## src/rtl/mac_csr_pkg.sv

```systemverilog
package mac_csr_pkg;

  localparam int DataW = 32;
  localparam int AddrW = 5;

  // Word indexes of the mapped registers (byte offset / 4)
  localparam int IdxMode   = 0;
  localparam int IdxSrc    = 1;
  localparam int IdxMask   = 2;
  localparam int IdxLen    = 6;
  localparam int IdxTxCnt  = 8;
  localparam int IdxAddrLo = 16;
  localparam int IdxAddrHi = 17;

  localparam int ModeW        = 16;
  localparam logic [ModeW-1:0] ModeRstVal = 16'hA000;
  localparam int BitRxEn      = 0;
  localparam int BitTxEn      = 1;
  localparam int BitPromisc   = 5;
  localparam int BitSoftRst   = 11;

  // Interrupt events: index 0 tx done, 1 rx done, 2 rx busy
  localparam int NumEvt = 3;
  localparam int EvtPos [NumEvt] = '{0, 2, 4};

  typedef enum logic [2:0] {
    SEL_NONE, SEL_MODE, SEL_SRC, SEL_MASK, SEL_LEN, SEL_TXCNT, SEL_ADDRLO, SEL_ADDRHI
  } regSelT;

  typedef struct packed {
    logic   wrMode;
    logic   wrSrc;
    logic   wrMask;
    logic   wrLen;
    logic   wrTxCnt;
    logic   wrAddrLo;
    logic   wrAddrHi;
    regSelT rdSel;
  } csrStrobeT;

endpackage

```

## src/rtl/mac_csr_decode.sv

```systemverilog
module mac_csr_decode
  import mac_csr_pkg::*;
(
  input  logic [AddrW-1:0] busAddr,
  input  logic             busWr,
  input  logic             busRd,
  output csrStrobeT        strb
);

  regSelT hitSel;

  always_comb begin
    case (int'(busAddr))
      IdxMode:   hitSel = SEL_MODE;
      IdxSrc:    hitSel = SEL_SRC;
      IdxMask:   hitSel = SEL_MASK;
      IdxLen:    hitSel = SEL_LEN;
      IdxTxCnt:  hitSel = SEL_TXCNT;
      IdxAddrLo: hitSel = SEL_ADDRLO;
      IdxAddrHi: hitSel = SEL_ADDRHI;
      default:   hitSel = SEL_NONE;
    endcase
  end

  always_comb begin
    strb          = '0;
    strb.rdSel    = busRd ? hitSel : SEL_NONE;
    strb.wrMode   = busWr && (hitSel == SEL_MODE);
    strb.wrSrc    = busWr && (hitSel == SEL_SRC);
    strb.wrMask   = busWr && (hitSel == SEL_MASK);
    strb.wrLen    = busWr && (hitSel == SEL_LEN);
    strb.wrTxCnt  = busWr && (hitSel == SEL_TXCNT);
    strb.wrAddrLo = busWr && (hitSel == SEL_ADDRLO);
    strb.wrAddrHi = busWr && (hitSel == SEL_ADDRHI);
  end

endmodule

```

## src/rtl/mac_csr_int_bit.sv

```systemverilog
module mac_csr_int_bit (
  input  logic clk,
  input  logic rstN,
  input  logic evtIn,
  input  logic clrIn,
  output logic srcOut
);

  always_ff @(posedge clk or negedge rstN) begin
    if (!rstN)      srcOut <= 1'b0;
    else if (evtIn) srcOut <= 1'b1;
    else if (clrIn) srcOut <= 1'b0;
  end

  AST_EVT_SETS: assert property (@(posedge clk) disable iff (!rstN)
    evtIn |=> srcOut);
  AST_W1C_CLEARS: assert property (@(posedge clk) disable iff (!rstN)
    (clrIn && !evtIn) |=> !srcOut);
  AST_SET_WINS: assert property (@(posedge clk) disable iff (!rstN)
    (clrIn && evtIn) |=> srcOut);
  AST_SRC_HOLDS: assert property (@(posedge clk) disable iff (!rstN)
    (!clrIn && !evtIn) |=> $stable(srcOut));

endmodule

```

## src/rtl/mac_csr_regfile.sv

```systemverilog
module mac_csr_regfile
  import mac_csr_pkg::*;
#(
  parameter int TxCntMax  = 128,
  parameter int TxCntRst  = 64,
  parameter int LenMinRst = 64,
  parameter int LenMaxRst = 1536
) (
  input  logic              clk,
  input  logic              rstN,
  input  csrStrobeT         strb,
  input  logic [DataW-1:0]  wdata,
  input  logic [NumEvt-1:0] evtVec,
  output logic [DataW-1:0]  rdData,
  output logic              irq,
  output logic              dpHold,
  output logic              rxEn,
  output logic              txEn,
  output logic              promisc,
  output logic [15:0]       minLen,
  output logic [15:0]       maxLen,
  output logic [$clog2(TxCntMax+1)-1:0] txCnt,
  output logic [47:0]       stationAddr
);

  localparam int TxCntW = $clog2(TxCntMax + 1);
  localparam logic [DataW-1:0] TxCntLimit = DataW'(TxCntMax);

  logic [ModeW-1:0]  modeReg;
  logic [NumEvt-1:0] srcBits;
  logic [NumEvt-1:0] maskBits;
  logic [DataW-1:0]  lenReg;
  logic [TxCntW-1:0] txCntReg;
  logic [31:0]       addrLoReg;
  logic [15:0]       addrHiReg;
  logic [DataW-1:0]  srcWord;
  logic [DataW-1:0]  maskWord;

  // Latched interrupt sources, one cell per event
  for (genvar g = 0; g < NumEvt; g++) begin : gSrc
    mac_csr_int_bit uBit (
      .clk    (clk),
      .rstN   (rstN),
      .evtIn  (evtVec[g]),
      .clrIn  (strb.wrSrc && wdata[EvtPos[g]]),
      .srcOut (srcBits[g])
    );
  end

  always_ff @(posedge clk or negedge rstN) begin
    if (!rstN) begin
      modeReg   <= ModeRstVal;
      maskBits  <= '0;
      lenReg    <= {16'(LenMinRst), 16'(LenMaxRst)};
      txCntReg  <= TxCntW'(TxCntRst);
      addrLoReg <= '0;
      addrHiReg <= '0;
    end else begin
      if (strb.wrMode) modeReg <= wdata[ModeW-1:0];
      if (strb.wrMask) begin
        for (int i = 0; i < NumEvt; i++) maskBits[i] <= wdata[EvtPos[i]];
      end
      if (strb.wrLen) lenReg <= wdata;
      if (strb.wrTxCnt) begin
        if (wdata > TxCntLimit) txCntReg <= TxCntW'(TxCntMax);
        else                    txCntReg <= wdata[TxCntW-1:0];
      end
      if (strb.wrAddrLo) addrLoReg <= wdata[31:0];
      if (strb.wrAddrHi) addrHiReg <= wdata[15:0];
    end
  end

  always_comb begin
    srcWord  = '0;
    maskWord = '0;
    for (int i = 0; i < NumEvt; i++) begin
      srcWord[EvtPos[i]]  = srcBits[i];
      maskWord[EvtPos[i]] = maskBits[i];
    end
  end

  always_comb begin
    rdData = '0;
    case (strb.rdSel)
      SEL_MODE:   rdData[ModeW-1:0]  = modeReg;
      SEL_SRC:    rdData             = srcWord;
      SEL_MASK:   rdData             = maskWord;
      SEL_LEN:    rdData             = lenReg;
      SEL_TXCNT:  rdData[TxCntW-1:0] = txCntReg;
      SEL_ADDRLO: rdData[31:0]       = addrLoReg;
      SEL_ADDRHI: rdData[15:0]       = addrHiReg;
      default:    rdData             = '0;
    endcase
  end

  assign irq         = |(srcBits & maskBits);
  assign dpHold      = modeReg[BitSoftRst];
  assign rxEn        = modeReg[BitRxEn];
  assign txEn        = modeReg[BitTxEn];
  assign promisc     = modeReg[BitPromisc];
  assign minLen      = lenReg[31:16];
  assign maxLen      = lenReg[15:0];
  assign txCnt       = txCntReg;
  assign stationAddr = {addrHiReg, addrLoReg};

  AST_TXCNT_LIMIT: assert property (@(posedge clk) disable iff (!rstN)
    txCntReg <= TxCntW'(TxCntMax));
  AST_IRQ_NEEDS_MASK: assert property (@(posedge clk) disable iff (!rstN)
    irq |-> (maskBits != '0));
  AST_HOLD_KEEPS_LEN: assert property (@(posedge clk) disable iff (!rstN)
    (strb.wrMode && !strb.wrLen) |=> $stable(lenReg));
  AST_HOLD_KEEPS_ADDR: assert property (@(posedge clk) disable iff (!rstN)
    (strb.wrMode && !strb.wrAddrLo) |=> $stable(addrLoReg));

endmodule

```

## src/rtl/mac_csr_top.sv

```systemverilog
module mac_csr_top
  import mac_csr_pkg::*;
(
  input  logic        clk,
  input  logic        rstN,
  input  logic [4:0]  busAddr,
  input  logic        busWr,
  input  logic        busRd,
  input  logic [31:0] busWdata,
  output logic [31:0] busRdata,
  input  logic        evtTxDone,
  input  logic        evtRxDone,
  input  logic        evtRxBusy,
  output logic        irqOut,
  output logic        dpReset,
  output logic        cfgRxEn,
  output logic        cfgTxEn,
  output logic        cfgPromisc,
  output logic [15:0] cfgMinLen,
  output logic [15:0] cfgMaxLen,
  output logic [7:0]  cfgTxDescCnt,
  output logic [47:0] cfgStationAddr
);

  csrStrobeT strb;

  mac_csr_decode uDec (
    .busAddr (busAddr),
    .busWr   (busWr),
    .busRd   (busRd),
    .strb    (strb)
  );

  mac_csr_regfile #(
    .TxCntMax  (128),
    .TxCntRst  (64),
    .LenMinRst (64),
    .LenMaxRst (1536)
  ) uRegs (
    .clk         (clk),
    .rstN        (rstN),
    .strb        (strb),
    .wdata       (busWdata),
    .evtVec      ({evtRxBusy, evtRxDone, evtTxDone}),
    .rdData      (busRdata),
    .irq         (irqOut),
    .dpHold      (dpReset),
    .rxEn        (cfgRxEn),
    .txEn        (cfgTxEn),
    .promisc     (cfgPromisc),
    .minLen      (cfgMinLen),
    .maxLen      (cfgMaxLen),
    .txCnt       (cfgTxDescCnt),
    .stationAddr (cfgStationAddr)
  );

  AST_UNMAPPED_READ_ZERO: assert property (@(posedge clk) disable iff (!rstN)
    (busRd && strb.rdSel == SEL_NONE) |-> (busRdata == 32'h0));
  AST_NO_READ_ZERO: assert property (@(posedge clk) disable iff (!rstN)
    !busRd |-> (busRdata == 32'h0));

endmodule

```

## config.mk

```make
export PLATFORM = sky130hd
export DESIGN_NAME = mac_csr_top
export DESIGN_NICKNAME = d
export VERILOG_FILES = /design/src/rtl/mac_csr_pkg.sv /design/src/rtl/mac_csr_decode.sv /design/src/rtl/mac_csr_int_bit.sv /design/src/rtl/mac_csr_regfile.sv /design/src/rtl/mac_csr_top.sv
export SDC_FILE = /design/constraint.sdc
export NUM_CORES = 1
export LEC_CHECK = 0
export BUFFER_PORTS_ARGS = -buffer_cell sky130_fd_sc_hd__buf_4
export CAP_MARGIN = 20
export CELL_PAD_IN_SITES_DETAIL_PLACEMENT = 1
export CELL_PAD_IN_SITES_GLOBAL_PLACEMENT = 2
export CORE_ASPECT_RATIO = 0.6
export CORE_MARGIN = 5
export CORE_UTILIZATION = 36
export DETAILED_ROUTE_END_ITERATION = 16
export GPL_TIMING_DRIVEN = 0
export PLACE_DENSITY = 0.95
export REMOVE_ABC_BUFFERS = 1
export SLEW_MARGIN = 25
export SYNTH_ARGS = -nofsm -noshare
export SYNTH_HDL_FRONTEND = slang
export SYNTH_HIERARCHICAL = 1
export SYNTH_SLANG_ARGS = --single-unit
```

## constraint.sdc

```tcl
create_clock -name clk -period 2.6 [get_ports clk]
set_input_delay 0.13 -clock clk [delete_from_list [all_inputs] [get_ports clk]]
set_output_delay 0.13 -clock clk [all_outputs]
set_load 0.05 [all_outputs]
```

After elaboration in Yosys (flattened, before gate mapping)

Cells that the tools add are included.

Flip-flop bits (word level): 110
Latch bits: 0
Bits in writable memories: 0
ROM bits: 0
Logic and storage cells: 58
Memories kept: 0

Add/sub/neg operators: 0
$mul: 0
Div/mod/pow operators: 0
$lt $le $gt $ge: 1
Equality and inequality tests: 20
Shift operators: 0
Muxes and demuxes: 12
Bitwise operators: 1
Reduce and logical (&&, ||, !) cells: 15

Operators by type and width:

| cell                                                                             | number |
|---|---|
| 8-bit one-hot mux with 7 select lines                                            | 1 |
| 32-bit by 8-bit greater-than comparator with 1-bit output, second input constant | 1 |
| 16-bit one-hot mux with 2 select lines                                           | 1 |
| 8-bit one-hot mux with 4 select lines                                            | 1 |
| 3-bit equality test, second input constant                                       | 8 |
| 3-bit one-hot mux with 7 select lines                                            | 1 |
| 3-bit by 2-bit equality test with 1-bit output, second input constant            | 4 |
| 5-bit equality test, second input constant                                       | 2 |
| 1-bit logical AND                                                                | 10 |
| 8-bit 2-to-1 mux                                                                 | 1 |
| 3-bit by 1-bit equality test with 1-bit output, second input constant            | 2 |
| 1-bit 2-to-1 mux                                                                 | 6 |
| 2-bit nonzero test                                                               | 3 |
| 5-bit by 1-bit equality test with 1-bit output, second input constant            | 1 |
| 5-bit by 2-bit equality test with 1-bit output, second input constant            | 1 |
| 5-bit by 3-bit equality test with 1-bit output, second input constant            | 1 |
| 5-bit by 4-bit equality test with 1-bit output, second input constant            | 1 |
| 5-bit logical NOT                                                                | 1 |
| 3-bit AND                                                                        | 1 |
| 3-bit 2-to-1 mux                                                                 | 1 |
| 3-bit OR reduction                                                               | 1 |

Longest topological paths before layout

Gate-level depths: netlist of run 1.

Depth after elaboration: 7
Depth in mapped cells: 10
Gate-level depth less buffers: 6

Hierarchy

Netlist of run 1, hierarchy kept.

Modules (own cells, without submodules):

| module          | instances | cells an instance | area each (µm²) |
|---|---|---|---|
| mac_csr_regfile | 1         | 369               | 5012.3 |
| mac_csr_decode  | 1         | 28                | 168.9 |
| mac_csr_int_bit | 3         | 3                 | 36.3 |

Worst setup path before layout of run 1

Ideal clock, no wire load.

Path type: input port to output port
From: input port busAddr[3]
To: output port busRdata[1]
Arrival time: 2.299 ns
Setup slack: 0.171 ns
Cell stages on the path: 8
Path buffers: 2
Path through: nor4bb_1 > a21oi_1 > nor3b_2 > buf_6 > buf_4 > and2b_1 > nand2_1 > o21ai_0

RTL lines:

| element     | RTL line          | text |
|---|---|---|
| from (decl) | mac_csr_top.sv:6  | `input logic [4:0] busAddr,` |
| to (decl)   | mac_csr_top.sv:10 | `output logic [31:0] busRdata,` |

==> results of run 1 <==
-- registers in the layout, indices dropped and copies added (netlist names) --
name	flops
uRegs/lenReg	32
uRegs/maskBits	3
uRegs/modeReg	16
uRegs/gSrc.uBit/srcOut	3
uRegs/txCnt	8
uRegs/addrLoReg	32
uRegs/addrHiReg	16
-- how the worst min path moves through the flow --
stage	end	slack (ns)	cells past startpoint
floorplan	uRegs/addrHiReg[0]	-0.17	0
global placement	uRegs/gSrc[0].uBit/srcOut	0.31	2
detailed placement	uRegs/gSrc[1].uBit/srcOut	0.32	2
CTS	uRegs/addrLoReg[17]	0.03	2
global route	uRegs/addrLoReg[16]	0.03	2
finish	uRegs/addrLoReg[21]	0.05	2
-- per-layer routing --
layer / vias up / part of all wire
li1: 1811 / -
met1: 2104 / 0.46
met2: 130 / 0.47
met3: 12 / 0.070
met4: 0 / 0.0052
met5: - / 0
-- cell type report --
class | instances | area (um2) | share of cell area
clock buffers | 10 | 229 | 0.0318
clock inverters | 6 | 45.0 | 0.00626
inverters | 20 | 75.1 | 0.0104
multi-input cells | 250 | 2360 | 0.328
flip-flops and latches | 110 | 2760 | 0.383
well taps | 198 | 248 | 0.0344
repair buffers | 187 | 1480 | 0.205
-- stage by stage --
stage	instances	worst slack, ns
floorplan	379	-2.02
global placement	745	-4.25
detailed placement	757	-0.419
CTS	781	0.146
global route	781	0.0541
finish	781	0.155
-- placed cells by master, fill, tap and decap left out, drive strengths merged, types with 7 or more instances in the layout --
cell,netlist,final
mux4,7,7
a22oi,8,8
mux2i,27,27
o21ai,6,7
nor2,25,25
buf,25,182
inv,20,22
clkbuf,2,11
dfrtp,104,104
mux2,99,99
nand2,15,15
o22ai,8,8
o32ai,7,7
-- cell families (layout without fill, tap and decap cells) --
logic type,Yosys count,count (layout),share of synthesized area
muxes,133,133,0.292
DFF,110,110,0.522
and+or+nand+nor,69,69,0.0795
buffers and inverters,47,223,0.0438
AOI/OAI and AO/OA,46,47,0.0617
xor gates and xnor gates,1,1,0.00166
-- timing repair --
action                     CTS  global route
setup buffers                3             0
hold buffers                 4             0
setup endpoints to repair   26             0
gates resized for setup      1             0
hold endpoints to repair    50             0
-- report_power, final --
part | internal, uW | leakage [uW] | switching, uW | total, uW
clock network | 659 | 0.000137 | 639 | 1300
logic | 774 | 0.00180 | 1520 | 2300
registers | 2050 | 0.00137 | 278 | 2330
total | 3490 | 0.00331 | 2440 | 5930
==> summary.md, run 1 <==
| Metric | Value |
|---|---|
| Wire length of the first global-routing pass | around 27000 um |
| Worst-path fanout max | 12 |
| Endpoints failing setup | 0 |
| WP data required | between 2 and 2.5 ns |
| CP Depth | 10 |
| Core box area | between 10000 and 15000 um2 |
| Most common cell on crit path | buf_4 |
| Top cell type's share of synthesized area | 0.492 |
| Post-synthesis sequential area ratio | 0.522 |
| Worst Setup Path Type | in -> out |
| Post-synth EDFFs | 0 |
| Setup TNS | 0 ns |
| CTS Sinks | 110 |
| CTS root buffer | clkbuf_16 |
| Die Area | 17300 um2 |
| CTS tree | built |
| Cts bufs inserted | 9 |
| Die width | 166 um |
| Vias per cell | just over 5 |
| Post-synth top area cell | dfrtp_1 |
| GRT overflow | 0 |
| Synth warn | 6 |
| DP Area | slightly below 7000 um2 |
| Worst setup EP type | primary output |
| Drc violations | 0 |
| CTS H-tree lvls | 3 |
| Met1 Use GR | 0.263 |
| Worst R2R End | uRegs/addrLoReg[31] |
| RR Startpoint | uRegs/addrLoReg[31] |
| Max-cap violations | 0 |
| Die H | a little over 100 um |
| CP max stage delay | 0.37 ns |
| Tmin final | ~2.4 ns |
| R2r setup slk | between 1.5 and 2 ns |
| Power density cells | a little over 800 nW/um2 |
| Layout fillers | approximately 1500 |
| Fmax achieved | between 400 and 500 MHz |
| M3 GR Usage | 0.0668 |
| Syn-to-layout area delta | 36.1% |
| Initial core utilization | 0.366 |
| Deepest clock path buffer count | 2 |
| Synthesized cell area | 5290 um2 |
| Ys async rst share | 1.00 |
| HP Class | in -> reg |
| Detailed Routing Iterations Pass 1 | 4 |
| Busiest grt layer | met2 |
| IO buf count | 168 |
| Final core utilization | 0.498 |
| Total chip power | slightly below 6000 uW |
| # diodes | 0 |
| Status | completed |
| Slew @ Worst Pin | 0.886 ns |
| Worst Setup EP | busRdata[9] |
| Post-route cell area | 7200 um2 |
| Post-DP HPWL | ~13000 um |
| Path depth of the worst reg2reg path | 1 |
| Crit path max-delay family | simple AND/OR/NAND/NOR gates |
| Vias in the first global route | around 4600 |
| Startpoint Class | input pin |
| Global-route met2 utilization | 0.315 |
| CP startpoint | busAddr[4] |
| Post-Route WL | around 17000 um |
| Slew HR | 0.409 |
| Fin nets | 622 |
| Final hold slack | 0.0470 ns |
| Period utilization | 0.940 |
| CP Cell Sequence | buf_4 -> nor2_2 -> xor2_1 -> nor4b_4 -> buf_6 -> buf_4 -> and2_1 -> a22oi_1 -> o22ai_1 -> buf_4 |
| Routed WL per cell | 21.6 um |
| Top cells by count, synth | 104 x dfrtp_1, 95 x mux2_2, 27 x mux2i_1, 24 x nor2_1, 19 x inv_1 |
| Cells after Synth | slightly above 400 |
| Hold Path Origin | busWdata[21] |
| Buf+Inv Stages, Crit Path | 4 |
| Final RePlAce weighted congestion | between 0.8 and 0.9 |
| Layout cells sized above 1 | 0.554 |
| 1st-iter DRT viols | ~160 |
| Initial antenna violation count | 0 |
| RSZ-0062 raised after global routing | false |
| Syn avg cell area | 13.0 um2 |
| Synth unique cells | 46 |
| Synthesis-stage register bit count | 110 |
| I/O pins | approximately 170 |
| Top area cells in the synthesized netlist | dfrtp_1 49%, mux2_2 20%, mux2i_1 5.1% |
| Reg clk slew, reported paths | 0.07 ns |
| Max Slew Vio Count | 0 |
| Slowest cell on the critical path | and2_1 |
| DRT antenna net count | 0 |
| Most frequent cell after synthesis | dfrtp_1 |
| Final hold violations | 0 |
| GRT Overall Usage | 0.196 |
| Maximum VDD drop | ~0.40 mV |
| Lkg Pwr | around 0.0033 uW |
| Layout Skew | 0 ns |
| Routed via count | roughly 4100 |
| Main synth FF type | dfrtp_1 |
| Critical Path AT | about 2.3 ns |
| Number of cell rows | 34 |
| Largest net degree at the start of global routing | ~110 |
| Worst-Skew Late Latency | around 0.34 ns |
Power figures use the tool's default switching activity.
==> inputs of run 2 (changes only) <==
ABC_AREA = 1   (was default)
CORE_UTILIZATION = 31   (was 36)
PLACE_DENSITY = 0.94   (was 0.95)
==> run 2 against run 1 <==
Effect of this change: area after synthesis shrank 1.9%; largest power group is now combinational logic; clock-buffer cell count up 1; worst setup slack improved by 0.0015 ns; final cell count rose by 28%; critical path depth up 3; critical endpoint is now busRdata[6].
==> summary.md, run 2 <==
| Metric | Value |
|---|---|
| Die Area | 19500 um2 (was 17300 um2) |
| Detailed Routing Iterations Pass 1 | 5 (was 4) |
| WP data required | 2.47 ns (about the same) |
| Crit path max-delay family | simple AND/OR/NAND/NOR gates (unchanged) |
| CP max stage delay | 0.27 ns (was 0.37 ns) |
| Hold path cells | 3 (was 2) |
| Reg power frac | 0.377 (was 0.393) |
| Most common cell on crit path | buf_4 (unchanged) |
| DRT antenna net count | 0 (unchanged) |
| Endpoints failing setup | 0 (unchanged) |
| Synthesized cell area | 5190 um2 (was 5290 um2) |
| Net Switching | 2630 uW (was 2440 uW) |
| I/O pins | 169 (unchanged) |
| Vias per cell | 4.97 (was 5.19) |
| Largest net degree at the start of global routing | 111 (unchanged) |
| Maximum VDD drop | 0.408 mV (was 0.404 mV) |
| Worst-path fanout max | 11 (was 12) |
| Combinational fraction of design power | 0.384 (was 0.388) |
| CTS Sinks | 110 (unchanged) |
| Commonest non-fill, non-tap cells in the layout | 173 x buf_4, 115 x nand2_1, 104 x dfrtp_1 (was 173 x buf_4, 104 x dfrtp_1, 95 x mux2_2) |
| Final core utilization | 0.443 (was 0.498) |
| Die H | 110 um (was 104 um) |
| Hold Path Origin | busWdata[21] (unchanged) |
| Power density cells | 855 nW/um2 (was 824 nW/um2) |
| GRT Overall Usage | 0.193 (was 0.196) |
| Final hold violations | 0 (unchanged) |
| Main synth FF type | dfrtp_1 (unchanged) |
| Post-synth top area cell | dfrtp_1 (unchanged) |
| Deepest clock path buffer count | 2 (unchanged) |
| GRT overflow | 0 (unchanged) |
| Lkg Pwr | 0.00355 uW (was 0.00331 uW) |
| Syn-to-layout area delta | 39.2% (was 36.1%) |
| Cts bufs inserted | 9 (unchanged) |
| IO buf count | 168 (unchanged) |
| Worst-Skew Late Latency | 0.34 ns (about the same) |
| RR Startpoint | uRegs/lenReg[22] (was uRegs/addrLoReg[31]) |
| Synthesis-stage register bit count | 110 (unchanged) |
| Worst Setup Path Type | in -> out (unchanged) |
| Syn avg cell area | 8.81 um2 (was 13.0 um2) |
| Initial core utilization | 0.318 (was 0.366) |
| Critical Path AT | 2.31 ns (was 2.32 ns) |
| Post-Route WL | 19400 um (was 16900 um) |
| Clock power share | 0.239 (was 0.219) |
| Routed via count | 4946 (was 4057) |
| Period utilization | 0.940 (about the same) |
| 1st-iter DRT viols | 264 (was 156) |
| HP Class | in -> reg (unchanged) |
| Slew HR | 0.371 (was 0.409) |
| Tmin final | 2.44 ns (was 2.45 ns) |
| Final RePlAce weighted congestion | 0.791 (was 0.813) |
| CTS root buffer | clkbuf_16 (unchanged) |
| Regs by FF count | uRegs/addrLoReg (32), uRegs/lenReg (32) (unchanged) |
| R2r setup slk | 1.74 ns (was 1.77 ns) |
| Buf+Inv Stages, Crit Path | 6 (was 4) |
| CTS tree | built (unchanged) |
| CTS H-tree lvls | 3 (unchanged) |
| Post-synth EDFFs | 0 (unchanged) |
| Routed WL per cell | 19.5 um (was 21.6 um) |
| Slowest cell on the critical path | nand3_4 (was and2_1) |
| Drc violations | 0 (unchanged) |
| Startpoint Class | input pin (unchanged) |
| Fmax achieved | 409 MHz (about the same) |
| Synth unique cells | 29 (was 46) |
| Die width | 177 um (was 166 um) |
| Worst R2R End | uRegs/lenReg[22] (was uRegs/addrLoReg[31]) |
| Total chip power | 6180 uW (was 5930 uW) |
| Number of cell rows | 36 (was 34) |
| Post-synthesis sequential area ratio | 0.532 (was 0.522) |
| RSZ-0062 raised after global routing | false (unchanged) |
| Worst setup EP type | primary output (unchanged) |
| Max Slew Vio Count | 0 (unchanged) |
| CP Cell Sequence | buf_4 -> nor2_1 -> nand3_1 -> nand3_1 -> nand2_1 -> inv_1 -> inv_2 -> nand3_4 -> clkinvlp_4 -> buf_4 -> nand2_1 -> nand4_1 -> buf_4 (was buf_4 -> nor2_2 -> xor2_1 -> nor4b_4 -> buf_6 -> buf_4 -> and2_1 -> a22oi_1 -> o22ai_1 -> buf_4) |
| Post-DP HPWL | 13800 um (was 12500 um) |
| Top cell type's share of synthesized area | 0.502 (was 0.492) |
| Cells after Synth | 589 (was 406) |
| Hold endpoint | uRegs/lenReg[21] (was uRegs/addrLoReg[21]) |
| Synth warn | 6 (unchanged) |
| Net Sw Frac | 0.425 (was 0.412) |
| Ys async rst share | 1.00 (unchanged) |
| Core box area | 16300 um2 (was 14500 um2) |
| Vias in the first global route | 5312 (was 4608) |
| Most frequent cell after synthesis | nand2_1 (was dfrtp_1) |
| Initial antenna violation count | 0 (unchanged) |
| Top cells by count, synth | 115 x nand2_1, 104 x dfrtp_1, 88 x inv_1, 60 x nor2_1, 50 x o21ai_0 (was 104 x dfrtp_1, 95 x mux2_2, 27 x mux2i_1, 24 x nor2_1, 19 x inv_1) |
| Max-cap violations | 0 (unchanged) |
| Status | completed (unchanged) |
| Path depth of the worst reg2reg path | 2 (was 1) |
| Reg clk slew, reported paths | 0.07 ns (about the same) |
| Wire length of the first global-routing pass | 29300 um (was 27000 um) |
| Layout Skew | 0 ns (unchanged) |
| Fin nets | 806 (was 622) |
| Top area cells in the synthesized netlist | dfrtp_1 50%, nand2_1 8.3%, inv_1 6.4% (was dfrtp_1 49%, mux2_2 20%, mux2i_1 5.1%) |
| Slew @ Worst Pin | 0.943 ns (was 0.886 ns) |
| Cell Int Power | 3550 uW (was 3490 uW) |
| Most common cell after layout, fill and taps aside | buf_4 (unchanged) |
| Layout cells sized above 1 | 0.331 (was 0.554) |
==> run 2: changes by cell type after synthesis, sizes merged, moves of 27 or more <==
cell	change
nand2	+101
mux2	-73
inv	+71
o21ai	+47
nor2	+38
mux2i	-27
==> run 2: how the worst max path moves through the flow <==
| stage | cells after the start | to | start |
|---|---|---|---|
| finish | 13 | busRdata[6] | busAddr[0] |
| floorplan | 5 | uRegs/lenReg[11] | busAddr[1] |
| CTS | 11 | busRdata[11] | busAddr[3] |
| global placement | 5 | uRegs/lenReg[8] | busAddr[0] |
| detailed placement | 10 | busRdata[14] | busAddr[3] |
| global route | 13 | busRdata[0] | busAddr[0] |
==> run 2: cells by family after synthesis <==
logic type | Yosys count | share of synthesized area
mux | 26 | 0.0564
compound gates | 123 | 0.147
flops | 110 | 0.532
buf+inv | 116 | 0.0911
simple gates | 214 | 0.174
==> run 2: what timing repair did <==
action	4_1_cts	5_1_grt
buffers inserted	5	1
hold buffers	8	0
gates resized for setup	3	2
endpoints found under the setup margin	31	15
endpoints found under the hold margin	8	0
pin swaps	1	2
cloned	0	1
==> run 2: power by group through the flow <==
| stage | clock network [uW] | registers (uW) | logic (uW) |
|---|---|---|---|
| after global placement | 0 | 2330 | 2300 |
| after CTS | 1530 | 2330 | 2380 |
| after detailed placement | 0 | 2360 | 2370 |
| final | 1480 | 2330 | 2370 |
| after global routing | 1590 | 2370 | 2490 |
| after floorplan | 0 | 3360 | 482 |
==> run 2: stage by stage <==
stage / cells / hold slack, ns / TNS [ns] / worst slack (ns) / instance area, um2
floorplan: 564 / -0.166 / -0.272 / -0.0241 / 5060
global placement: 960 / 0.319 / -107.68 / -1.69 / 6600
detailed placement: 964 / 0.320 / -6.75 / -0.486 / 6740
CTS: 993 / 0.00579 / 0 / 0.0985 / 7190
global route: 995 / 0.0184 / 0 / 0.00557 / 7220
finish: 996 / 0.0182 / 0 / 0.156 / 7220
==> run 2: final cells by class <==
| cell class | count | area (um2) |
|---|---|---|
| repair buffers | 186 | 1500 |
| inverters | 91 | 349 |
| clock buffers | 11 | 253 |
| clock inverters | 5 | 63.8 |
| well taps | 228 | 285 |
| diodes | 1 | 2.50 |
| fillers | 1961 | 9080 |
| multi-input cells | 364 | 2010 |
| flip-flops and latches | 110 | 2760 |
==> run 2: per-layer routing <==
layer  part of all wire  GRT usage
met5                  0          0
met4              0.013     0.0425
met3              0.074     0.0579
met2               0.45      0.307
met1               0.47      0.261
==> run 2: worst reg2reg max path, cell delays in order, from the launching register on <==
cell and delay, ns:
dfstp_2 0.53, inv_1 0.05, o21ai_0 0.19
==> inputs of run 3 (changes only) <==
CORE_UTILIZATION = 29   (was 31)
PLACE_DENSITY = 0.89   (was 0.94)
clock period = 2.33 ns   (was 2.6 ns; I/O delays follow)
==> run 3 against run 2 <==
Effect of this change: routed wire length up 0.82%; critical path type unchanged; global-route usage is 0.63 points lower; clock skew unchanged; register-to-register slack worse by 0.23 ns; combinational power increased by 12%; critical endpoint is now busRdata[4]; worst setup slack gained 0.036 ns; critical path depth up 1.
==> summary.md, run 3 (synthesis gave the netlist of run 2 again) <==
| Metric | Value |
|---|---|
| Initial core utilization | 0.299 (was 0.318) |
| Fmax achieved | 468 MHz |
| Cts bufs inserted | 9 (unchanged) |
| R2r setup slk | 1.51 ns (was 1.74 ns) |
| Worst Setup Path Type | in -> out (unchanged) |
| Layout Skew | 0 ns (unchanged) |
| Die Area | 20800 um2 (was 19500 um2) |
| CTS H-tree lvls | 3 (unchanged) |
| GRT overflow | 0 (unchanged) |
| Slew @ Worst Pin | 0.987 ns (was 0.943 ns) |
| Final hold slack | 0.0183 ns (was 0.0182 ns) |
| CTS tree | built (unchanged) |
| Vias per cell | 4.79 (was 4.97) |
| Maximum VDD drop | 0.405 mV (was 0.408 mV) |
| Global-route met2 utilization | 0.295 (was 0.307) |
| Reg clk slew, reported paths | 0.07 ns (about the same) |
| HP Class | in -> reg (unchanged) |
| Worst slack, placed | -0.800 ns (was -0.486 ns) |
| Sequential cell area | 2760 um2 (unchanged) |
| Period utilization | 0.917 |
| CTS root buffer | clkbuf_16 (unchanged) |
| Layout cells sized above 1 | 0.332 (was 0.331) |
| Startpoint Class | input pin (unchanged) |
| Number of cell rows | 37 (was 36) |
| RSZ-0062 raised after global routing | false (unchanged) |
| Deepest clock path buffer count | 2 (unchanged) |
| Slew HR | 0.342 (was 0.371) |
| Endpoints failing setup | 0 (unchanged) |
| I/O pins | 169 (unchanged) |
| Die width | 183 um (was 177 um) |
| Met1 Use GR | 0.260 (was 0.261) |
| Setup TNS | 0 ns (unchanged) |
| Drc violations | 0 (unchanged) |
| Detailed Routing Iterations Pass 1 | 4 (was 5) |
| Area of the multi-input gates | 2010 um2 (unchanged) |
| GRT Overall Usage | 0.186 (was 0.193) |
| Commonest non-fill, non-tap cells in the layout | 177 x buf_4, 115 x nand2_1, 104 x dfrtp_1 (was 173 x buf_4, 115 x nand2_1, 104 x dfrtp_1) |
| Regs by FF count | uRegs/addrLoReg (32), uRegs/lenReg (32) (unchanged) |
| Final RePlAce weighted congestion | 0.799 (was 0.791) |
| Post-Route WL | 19500 um (was 19400 um) |
| Post-route setup slack | 0.193 ns (was 0.156 ns) |
| Vias in the first global route | 5296 (was 5312) |
| Critical Path AT | 2.02 ns (was 2.31 ns) |
| M3 GR Usage | 0.0516 (was 0.0579) |
| Core box area | 17400 um2 (was 16300 um2) |
| Power density cells | 922 nW/um2 (was 855 nW/um2) |
| Largest net degree at the start of global routing | 111 (unchanged) |
| # diodes | 0 (was 1) |
| CTS Sinks | 110 (unchanged) |
| WP data required | 2.21 ns (was 2.47 ns) |
| Most common cell after layout, fill and taps aside | buf_4 (unchanged) |
| Layout fillers | 2039 (was 1961) |
| Lkg Pwr | 0.00363 uW (was 0.00355 uW) |
| Busiest grt layer | met2 (unchanged) |
| Wire length of the first global-routing pass | 30400 um (was 29300 um) |
| Status | completed (unchanged) |
| DRT antenna net count | 0 (unchanged) |
| Final hold violations | 0 (unchanged) |
| Tmin final | ~2.1 ns |
| Routed via count | 4883 (was 4946) |
| Worst setup EP type | primary output (unchanged) |
| Syn-to-layout area delta | 42.7% (was 39.2%) |
| Worst-Skew Late Latency | 0.34 ns (about the same) |
| Final core utilization | 0.426 (was 0.443) |
| Routed WL per cell | 19.2 um (was 19.5 um) |
| Max-cap violations | 0 (unchanged) |
| Total chip power | 6830 uW (was 6180 uW) |
| Die H | 114 um (was 110 um) |
| Initial antenna violation count | 0 (unchanged) |
| Worst-path fanout max | 8 (was 11) |
| Max Slew Vio Count | 0 (unchanged) |
| IO buf count | 168 (unchanged) |
| 1st-iter DRT viols | 198 (was 264) |
| Fin nets | 824 (was 806) |
| Post-DP HPWL | 13800 um (about the same) |
-- run 3: cell types whose count changed in the layout (fill, tap and decap cells not counted), moves of 2 or more --
cell / previous run / this run
dlygate4sd3_1: 8 / 20
buf_4: 173 / 177
clkbuf_8: 3 / 1
inv_1: 86 / 84
inv_2: 3 / 5
-- run 3: metrics by stage --
step / cell area [um2] / std cells
after floorplan: 5060 / 564
after global placement: 6610 / 966
after detailed placement: 6770 / 971
after CTS: 7380 / 1016
after global routing: 7400 / 1019
final: 7400 / 1019
-- run 3: final timing paths --
path	from	endpoint	cells past startpoint
setup / recovery	busAddr[1]	busRdata[4]	14
hold / removal	busWdata[0]	uRegs/maskBits[0]	3
setup reg to reg	uRegs/addrLoReg[14]	uRegs/addrLoReg[14]	1
hold reg to reg	uRegs/gSrc[1].uBit/srcOut	uRegs/gSrc[1].uBit/srcOut	2
max in group asynchronous	rstN	uRegs/gSrc[0].uBit/srcOut	2
min in group asynchronous	rstN	uRegs/addrHiReg[13]	2
-- run 3: timing repair --
item                                   4_1_cts  5_1_grt
resized for setup                            6        1
setup buffers                                8        3
gates cloned                                 1        0
hold buffers                                20        0
pin swaps                                    4        0
setup endpoints to repair                   32       15
endpoints found under the hold margin      125        0
-- run 3: area by class of cell --
| cell class | instances | share of cell area |
|---|---|---|
| clock inverter | 6 | 0.00946 |
| multi-input combinational | 364 | 0.272 |
| timing repair buffer | 204 | 0.228 |
| clock buffer | 10 | 0.0309 |
| sequential | 110 | 0.373 |
| tap | 234 | 0.0395 |
| inverter | 91 | 0.0472 |
-- run 3: power breakdown --
group	internal, uW	total, uW	switching, uW
Clock	846	1580	732
Combinational	758	2660	1900
Sequential	2310	2590	278
Total	3920	6830	2910
-- run 3: critical path: stages --
cell and delay, ns:
buf_4 0.09, inv_1 0.05, nor2_1 0.17, nand3_1 0.18, nand3_1 0.14, nand2_1 0.07
inv_2 0.15, inv_1 0.17, nor3_4 0.26, buf_12 0.16, nand2_1 0.05, o21ai_1 0.06
nand3b_1 0.13, buf_4 0.21
-- run 3: metal layers --
metal  share of wire  vias up
met5               0        -
met4          0.0050        0
met3           0.077        8
met2            0.46      160
met1            0.46     2421
li1                -     2294
